[src/rtl/irq_seq_pkg.sv]
package irq_seq_pkg;
  typedef logic [1:0] mode_t;
  localparam mode_t MODE_OPCODE = 2'd0;
  localparam mode_t MODE_FIXED  = 2'd1;
  localparam mode_t MODE_TABLE  = 2'd2;
  localparam mode_t MODE_NONE   = 2'd3;

  typedef enum logic [2:0] {
    ST_IDLE,
    ST_ACK,
    ST_RD0,
    ST_RD1,
    ST_RD2
  } seq_state_t;
endpackage

[src/rtl/irq_gate.sv]
// Enable and mode bookkeeping driven by boundary-qualified commands.
module irq_gate
  import irq_seq_pkg::*;
(
  input  logic  clk,
  input  logic  rst,
  input  logic  ins_boundary,
  input  logic  cmd_en,
  input  logic  cmd_dis,
  input  logic  cmd_mode,
  input  mode_t mode_sel,
  input  logic  accept,
  output mode_t mode_q,
  output logic  int_on,
  output logic  can_take
);
  logic ie_q;
  logic arm_q;

  assign int_on   = ie_q | arm_q;
  // A boundary carrying an enable/disable command never accepts.
  assign can_take = int_on & ~cmd_en & ~cmd_dis;

  always_ff @(posedge clk) begin
    if (rst) begin
      ie_q   <= 1'b0;
      arm_q  <= 1'b0;
      mode_q <= MODE_OPCODE;
    end else begin
      if (accept) begin
        ie_q  <= 1'b0;
        arm_q <= 1'b0;
      end else if (ins_boundary) begin
        if (cmd_dis) begin
          ie_q  <= 1'b0;
          arm_q <= 1'b0;
        end else if (cmd_en) begin
          arm_q <= 1'b1;
        end else if (arm_q) begin
          ie_q  <= 1'b1;
          arm_q <= 1'b0;
        end
      end
      if (ins_boundary && cmd_mode && (mode_sel != MODE_NONE)) begin
        mode_q <= mode_sel;
      end
    end
  end
endmodule

[src/rtl/irq_seq_fsm.sv]
// Acknowledge, bus capture, table fetch and core request sequencing.
module irq_seq_fsm
  import irq_seq_pkg::*;
#(
  parameter int DATA_W    = 8,
  parameter int ADDR_W    = 2 * DATA_W,
  parameter logic [ADDR_W-1:0] FIXED_VEC = 16'h0038
) (
  input  logic              clk,
  input  logic              rst,
  input  logic              ins_boundary,
  input  logic              irq_req,
  input  logic              can_take,
  input  mode_t             mode_q,
  input  logic [DATA_W-1:0] base_reg,
  input  logic [DATA_W-1:0] bus_byte,
  input  logic [DATA_W-1:0] rd_data,
  output logic              accept,
  output logic              int_ack,
  output logic              exec_valid,
  output logic [DATA_W-1:0] exec_op,
  output logic              call_valid,
  output logic [ADDR_W-1:0] call_addr,
  output logic              rd_valid,
  output logic [ADDR_W-1:0] rd_addr,
  output logic              busy
);
  seq_state_t        state_q;
  logic [DATA_W-1:0] lo_q;

  assign accept = (state_q == ST_IDLE) & ins_boundary & irq_req & can_take;
  assign busy   = (state_q != ST_IDLE);

  always_ff @(posedge clk) begin
    if (rst) begin
      state_q    <= ST_IDLE;
      lo_q       <= '0;
      int_ack    <= 1'b0;
      exec_valid <= 1'b0;
      exec_op    <= '0;
      call_valid <= 1'b0;
      call_addr  <= '0;
      rd_valid   <= 1'b0;
      rd_addr    <= '0;
    end else begin
      int_ack    <= 1'b0;
      exec_valid <= 1'b0;
      call_valid <= 1'b0;
      unique case (state_q)
        ST_IDLE: begin
          if (accept) begin
            int_ack <= 1'b1;
            state_q <= ST_ACK;
          end
        end
        ST_ACK: begin
          if (mode_q == MODE_FIXED) begin
            call_valid <= 1'b1;
            call_addr  <= FIXED_VEC;
            state_q    <= ST_IDLE;
          end else if (mode_q == MODE_TABLE) begin
            rd_valid <= 1'b1;
            rd_addr  <= {base_reg, bus_byte[DATA_W-1:1], 1'b0};
            state_q  <= ST_RD0;
          end else begin
            exec_valid <= 1'b1;
            exec_op    <= bus_byte;
            state_q    <= ST_IDLE;
          end
        end
        ST_RD0: begin
          rd_addr[0] <= 1'b1;
          state_q    <= ST_RD1;
        end
        ST_RD1: begin
          rd_valid <= 1'b0;
          lo_q     <= rd_data;
          state_q  <= ST_RD2;
        end
        ST_RD2: begin
          call_valid <= 1'b1;
          call_addr  <= {rd_data, lo_q};
          state_q    <= ST_IDLE;
        end
        default: state_q <= ST_IDLE;
      endcase
    end
  end
endmodule

[src/rtl/irq_vector_seq.sv]
module irq_vector_seq
  import irq_seq_pkg::*;
#(
  parameter int DATA_W = 8,
  parameter logic [2*DATA_W-1:0] FIXED_VEC = 16'h0038
) (
  input  logic                  clk,
  input  logic                  rst,
  input  logic                  irq_req,
  input  logic                  ins_boundary,
  input  logic                  cmd_en,
  input  logic                  cmd_dis,
  input  logic                  cmd_mode,
  input  logic [1:0]            mode_sel,
  input  logic [DATA_W-1:0]     base_reg,
  input  logic [DATA_W-1:0]     bus_byte,
  input  logic [DATA_W-1:0]     rd_data,
  output logic                  int_ack,
  output logic                  exec_valid,
  output logic [DATA_W-1:0]     exec_op,
  output logic                  call_valid,
  output logic [2*DATA_W-1:0]   call_addr,
  output logic                  rd_valid,
  output logic [2*DATA_W-1:0]   rd_addr,
  output logic                  busy
);
  localparam int ADDR_W = 2 * DATA_W;

  mode_t mode_q;
  logic  int_on;
  logic  can_take;
  logic  accept;

  irq_gate u_gate (
    .clk          (clk),
    .rst          (rst),
    .ins_boundary (ins_boundary),
    .cmd_en       (cmd_en),
    .cmd_dis      (cmd_dis),
    .cmd_mode     (cmd_mode),
    .mode_sel     (mode_sel),
    .accept       (accept),
    .mode_q       (mode_q),
    .int_on       (int_on),
    .can_take     (can_take)
  );

  irq_seq_fsm #(
    .DATA_W    (DATA_W),
    .ADDR_W    (ADDR_W),
    .FIXED_VEC (FIXED_VEC)
  ) u_fsm (
    .clk          (clk),
    .rst          (rst),
    .ins_boundary (ins_boundary),
    .irq_req      (irq_req),
    .can_take     (can_take),
    .mode_q       (mode_q),
    .base_reg     (base_reg),
    .bus_byte     (bus_byte),
    .rd_data      (rd_data),
    .accept       (accept),
    .int_ack      (int_ack),
    .exec_valid   (exec_valid),
    .exec_op      (exec_op),
    .call_valid   (call_valid),
    .call_addr    (call_addr),
    .rd_valid     (rd_valid),
    .rd_addr      (rd_addr),
    .busy         (busy)
  );
endmodule

[config.mk]
export PLATFORM = sky130hd
export DESIGN_NAME = irq_vector_seq
export DESIGN_NICKNAME = d
export VERILOG_FILES = /design/src/rtl/irq_seq_pkg.sv /design/src/rtl/irq_gate.sv /design/src/rtl/irq_seq_fsm.sv /design/src/rtl/irq_vector_seq.sv
export SDC_FILE = /design/constraint.sdc
export NUM_CORES = 1
export LEC_CHECK = 0
export ABC_AREA = 0
export BUFFER_PORTS_ARGS = -buffer_cell sky130_fd_sc_hd__buf_2
export CORE_AREA = 4 4 85 87
export DETAILED_ROUTE_END_ITERATION = 8
export DIE_AREA = 0 0 89 91
export GPL_ROUTABILITY_DRIVEN = 1
export HOLD_SLACK_MARGIN = 0.03
export PLACE_DENSITY = 0.54
export SYNTH_ARGS = -nofsm -noshare
export SYNTH_HDL_FRONTEND = slang
export SYNTH_HIERARCHICAL = 1
export SYNTH_SLANG_ARGS = --single-unit
[constraint.sdc]
create_clock -name clk -period 1.6 [get_ports clk]
set_input_delay 0.24 -clock clk [delete_from_list [all_inputs] [get_ports clk]]
set_output_delay 0.24 -clock clk [all_outputs]
set_load 0.1 [all_outputs]
==> summary.md <==
| Metric | Value |
|---|---|
| Outcome | completed |
| Finished Core Util | 47.3% |
| Die Y | 91 um |
| Mapped Avg Cell Area | 9.98 um2 |
| CTS tree | done |
| Reg2reg setup slack | 100 ps |
| Post-Route M1 WL | 2500 um |
| H-Tree Depth | 3 |
| Routability congestion estimate | 0.699 |
| Tmin final | 1550 ps |
| Fillers | 630 |
| Share of cells above drive strength 1 | 37.1% |
| Distinct cell type count after synthesis | 37 |
| Initial antenna violation count | 0 |
| Ys flop type | dfxtp_1 |
| Top Ports | 78 |
| Unrepaired setup endpoints after global routing | no |
| Setup WS post-layout | 53.5 ps |
| Total of max-cap violations | 0 |
| CP Data Arrival Time | 1310 ps |
| Yosys top cell by area | dfxtp_1 |
| DP HPWL | 3740 um |
| Mapped Cells | 222 |
| Final instance area | 0.00300 mm2 |
| IO buf count | 77 |
| GRT Overall Usage | 13.8% |
| Worst-path maximum fanout | 2 |
| Vias per std cell | 4.77 |
| Clock Skew | 5.76 ps |
| Post-synth EDFFs | 0 |
| First-pass GRT wire length | 8650 um |
| Routed Antenna Nets | 0 |
| Post-placement setup slack | 32.2 ps |
| Crit Path Category | reg2out |
| GRT overflow | 0 |
| Root Driver | clkbuf_8 |
| PwrDens | 1080 mW/mm2 |
| Yosys Warn Count | 6 |
| Iter 0 DRT Violations | 76 |
| Startpoint Class | flip-flop |
| Cell Area, Placed | 0.00270 mm2 |
| Worst skew pair latency | 330 ps |
| Initial Utilization | 34.9% |
| CP required | 1360 ps |
| Core footprint | 0.00635 mm2 |
| Top post-synthesis cells by area | dfxtp_1 (53%), mux2i_1 (7.7%), nand2_1 (5.3%) |
| Nets | 343 |
| Final setup TNS | 0 ps |
| Part of the Yosys area used for sequential elements | 53.3% |
| FF+latch count, synth | 59 |
| Slew Viols, Final | 0 |
| Die Wd | 89 um |
| Via count | 1,859 |
| Post-synthesis net count | 257 |
| Reg clk slew, reported paths | 70 ps |
| Fmax | 647 MHz |
| Layout overhead on the synthesized area | 35.6% |
| Die Area | 0.00810 mm2 |
| Syn Std Cell Area | 0.00221 mm2 |
| Pre-antenna DRT Iters | 4 |
| Vias in the first global route | 1,791 |
| Synth async-reset ratio | 0% |
| Number of remaining DRC errors | 0 |
| Final worst-path cycle share | 96.7% |
| Hold Vio Cnt, Final | 0 |
| Row count | 29 |
| Worst-margin pin slew | 580 ps |
| Clock sink count | 59 |
| CP endpoint kind | primary output |
| Final setup viols | 0 |
| Leakage | 1.40 nW |
| Max IR drop VDD | 0.475 mV |
| Post-synth top area share | 53.3% |
| Clk buf depth | 2 |
| CTS Buf Count | 9 |
| Routed WL | 5410 um |
| HP Class | in2reg |
| Wire length on met3 | 514 um |
| Relative slew slack | 61.2% |
| Antenna Diode Count | 0 |
| Hold buffer count at CTS | 0 |
| Detail Route met2 WL | 2340 um |
| Max layer used | met4 |
| Detailed-route wire length per cell | 13.9 um |
| Largest net degree at the start of global routing | 30 |
[state kept, by name (all words and copies together) (netlist names)]
name,cells
u_fsm/int_ack,1
u_fsm/exec_op,8
u_fsm/state_q,3
u_fsm/rd_valid,1
u_gate/arm_q,1
u_fsm/rd_addr,16
u_gate/ie_q,1
u_fsm/lo_q,8
u_gate/mode_q,2
u_fsm/call_addr,16
u_fsm/exec_valid,1
u_fsm/call_valid,1
[cells in the final DEF (no fill, tap or decap), types with 2 or more instances in the layout]
cell,synthesis,final
buf_2,5,76
dfxtp_1,59,57
nand2_1,31,31
nor2_1,22,22
mux2i_1,17,17
a21oi_1,17,17
a22o_1,13,13
clkbuf_8,0,10
buf_4,2,10
nor3_1,9,9
inv_1,5,5
nand3b_1,4,4
bufinv_16,0,3
buf_12,0,3
a211oi_1,3,3
clkinv_2,0,2
nand2b_1,2,2
nor3_4,1,2
and4bb_4,2,2
nor3b_1,2,2
ha_1,2,2
[metrics by stage]
step | std cells | total power [mW] | hold slack, ps
6_report | 390 | 3.23 | 135
5_1_grt | 390 | 3.35 | 117
4_1_cts | 390 | 3.28 | 107
3_5_place_dp | 370 | 1.62 | 445
3_3_place_gp | 370 | 1.62 | 440
2_1_floorplan | 222 | 1.56 | 305
[per-layer routing]
metal  global-route usage [%]  vias up
li1                         -      944
met1                     17.5      846
met2                     20.6       63
met3                     6.61        6
met4                     4.47        0
met5                        0        -
[final timing paths]
check	from	end	depth (start not counted)
max	u_fsm/state_q[1]$_SDFFE_PP0P_	busy	3
min	rd_data[5]	u_fsm/call_addr[13]$_SDFFE_PP0P_	2
max reg2reg	u_fsm/state_q[1]$_SDFFE_PP0P_	u_fsm/exec_op[3]$_SDFFE_PP0P_	6
min reg2reg	u_fsm/rd_addr[5]$_SDFFE_PP0P_	u_fsm/rd_addr[5]$_SDFFE_PP0P_	2
[cells by family (layout without fill, tap and decap cells)]
| kind of cell | Yosys count | after routing | synth area share, % |
|---|---|---|---|
| buffers and inverters | 20 | 111 | 5.03 |
| and+or+nand+nor | 86 | 86 | 21.0 |
| muxes | 17 | 17 | 7.68 |
| adders and majority gates | 2 | 2 | 1.13 |
| DFF | 59 | 59 | 53.3 |
| AOI/OAI and AO/OA | 38 | 38 | 11.9 |
[synth_stat cells, drive strengths merged, types with 3 or more instances]
cell,count
a211oi,4
a21oi,17
a22o,13
and4bb,3
buf,10
clkbuf,5
dfxtp,59
inv,5
mux2i,17
nand2,31
nand3b,4
nor2,22
nor3,11
nor3b,3
[repair_timing]
item | CTS | global route
setup buffers | 4 | 1
setup endpoints to repair | 1 | 14
gates resized for setup | 5 | 1
pin swaps | 1 | 2
[critical path, cell delays in order (launching register included)]
cell and delay, ps:
dfxtp_4 350, buf_6 110, or3_4 340, buf_12 170
[final cells by class]
cell class	count	area (um2)	area share [%]
Sequential cell	59	1190	39.5
Multi-Input combinational cell	143	933	31.1
Clock buffer	11	141	4.71
Clock inverter	5	100	3.33
Inverter	5	18.8	0.625
Tap cell	77	96.3	3.21
Timing Repair Buffer	90	527	17.5
[report_power, final]
part | leakage [nW] | internal (mW) | switching [mW]
combinational | 0.801 | 0.0529 | 0.0650
clock | 0.123 | 1.07 | 0.566
sequential | 0.477 | 1.47 | 0.00297
total | 1.40 | 2.60 | 0.634
No activity file was read; power rests on OpenSTA's default activity.
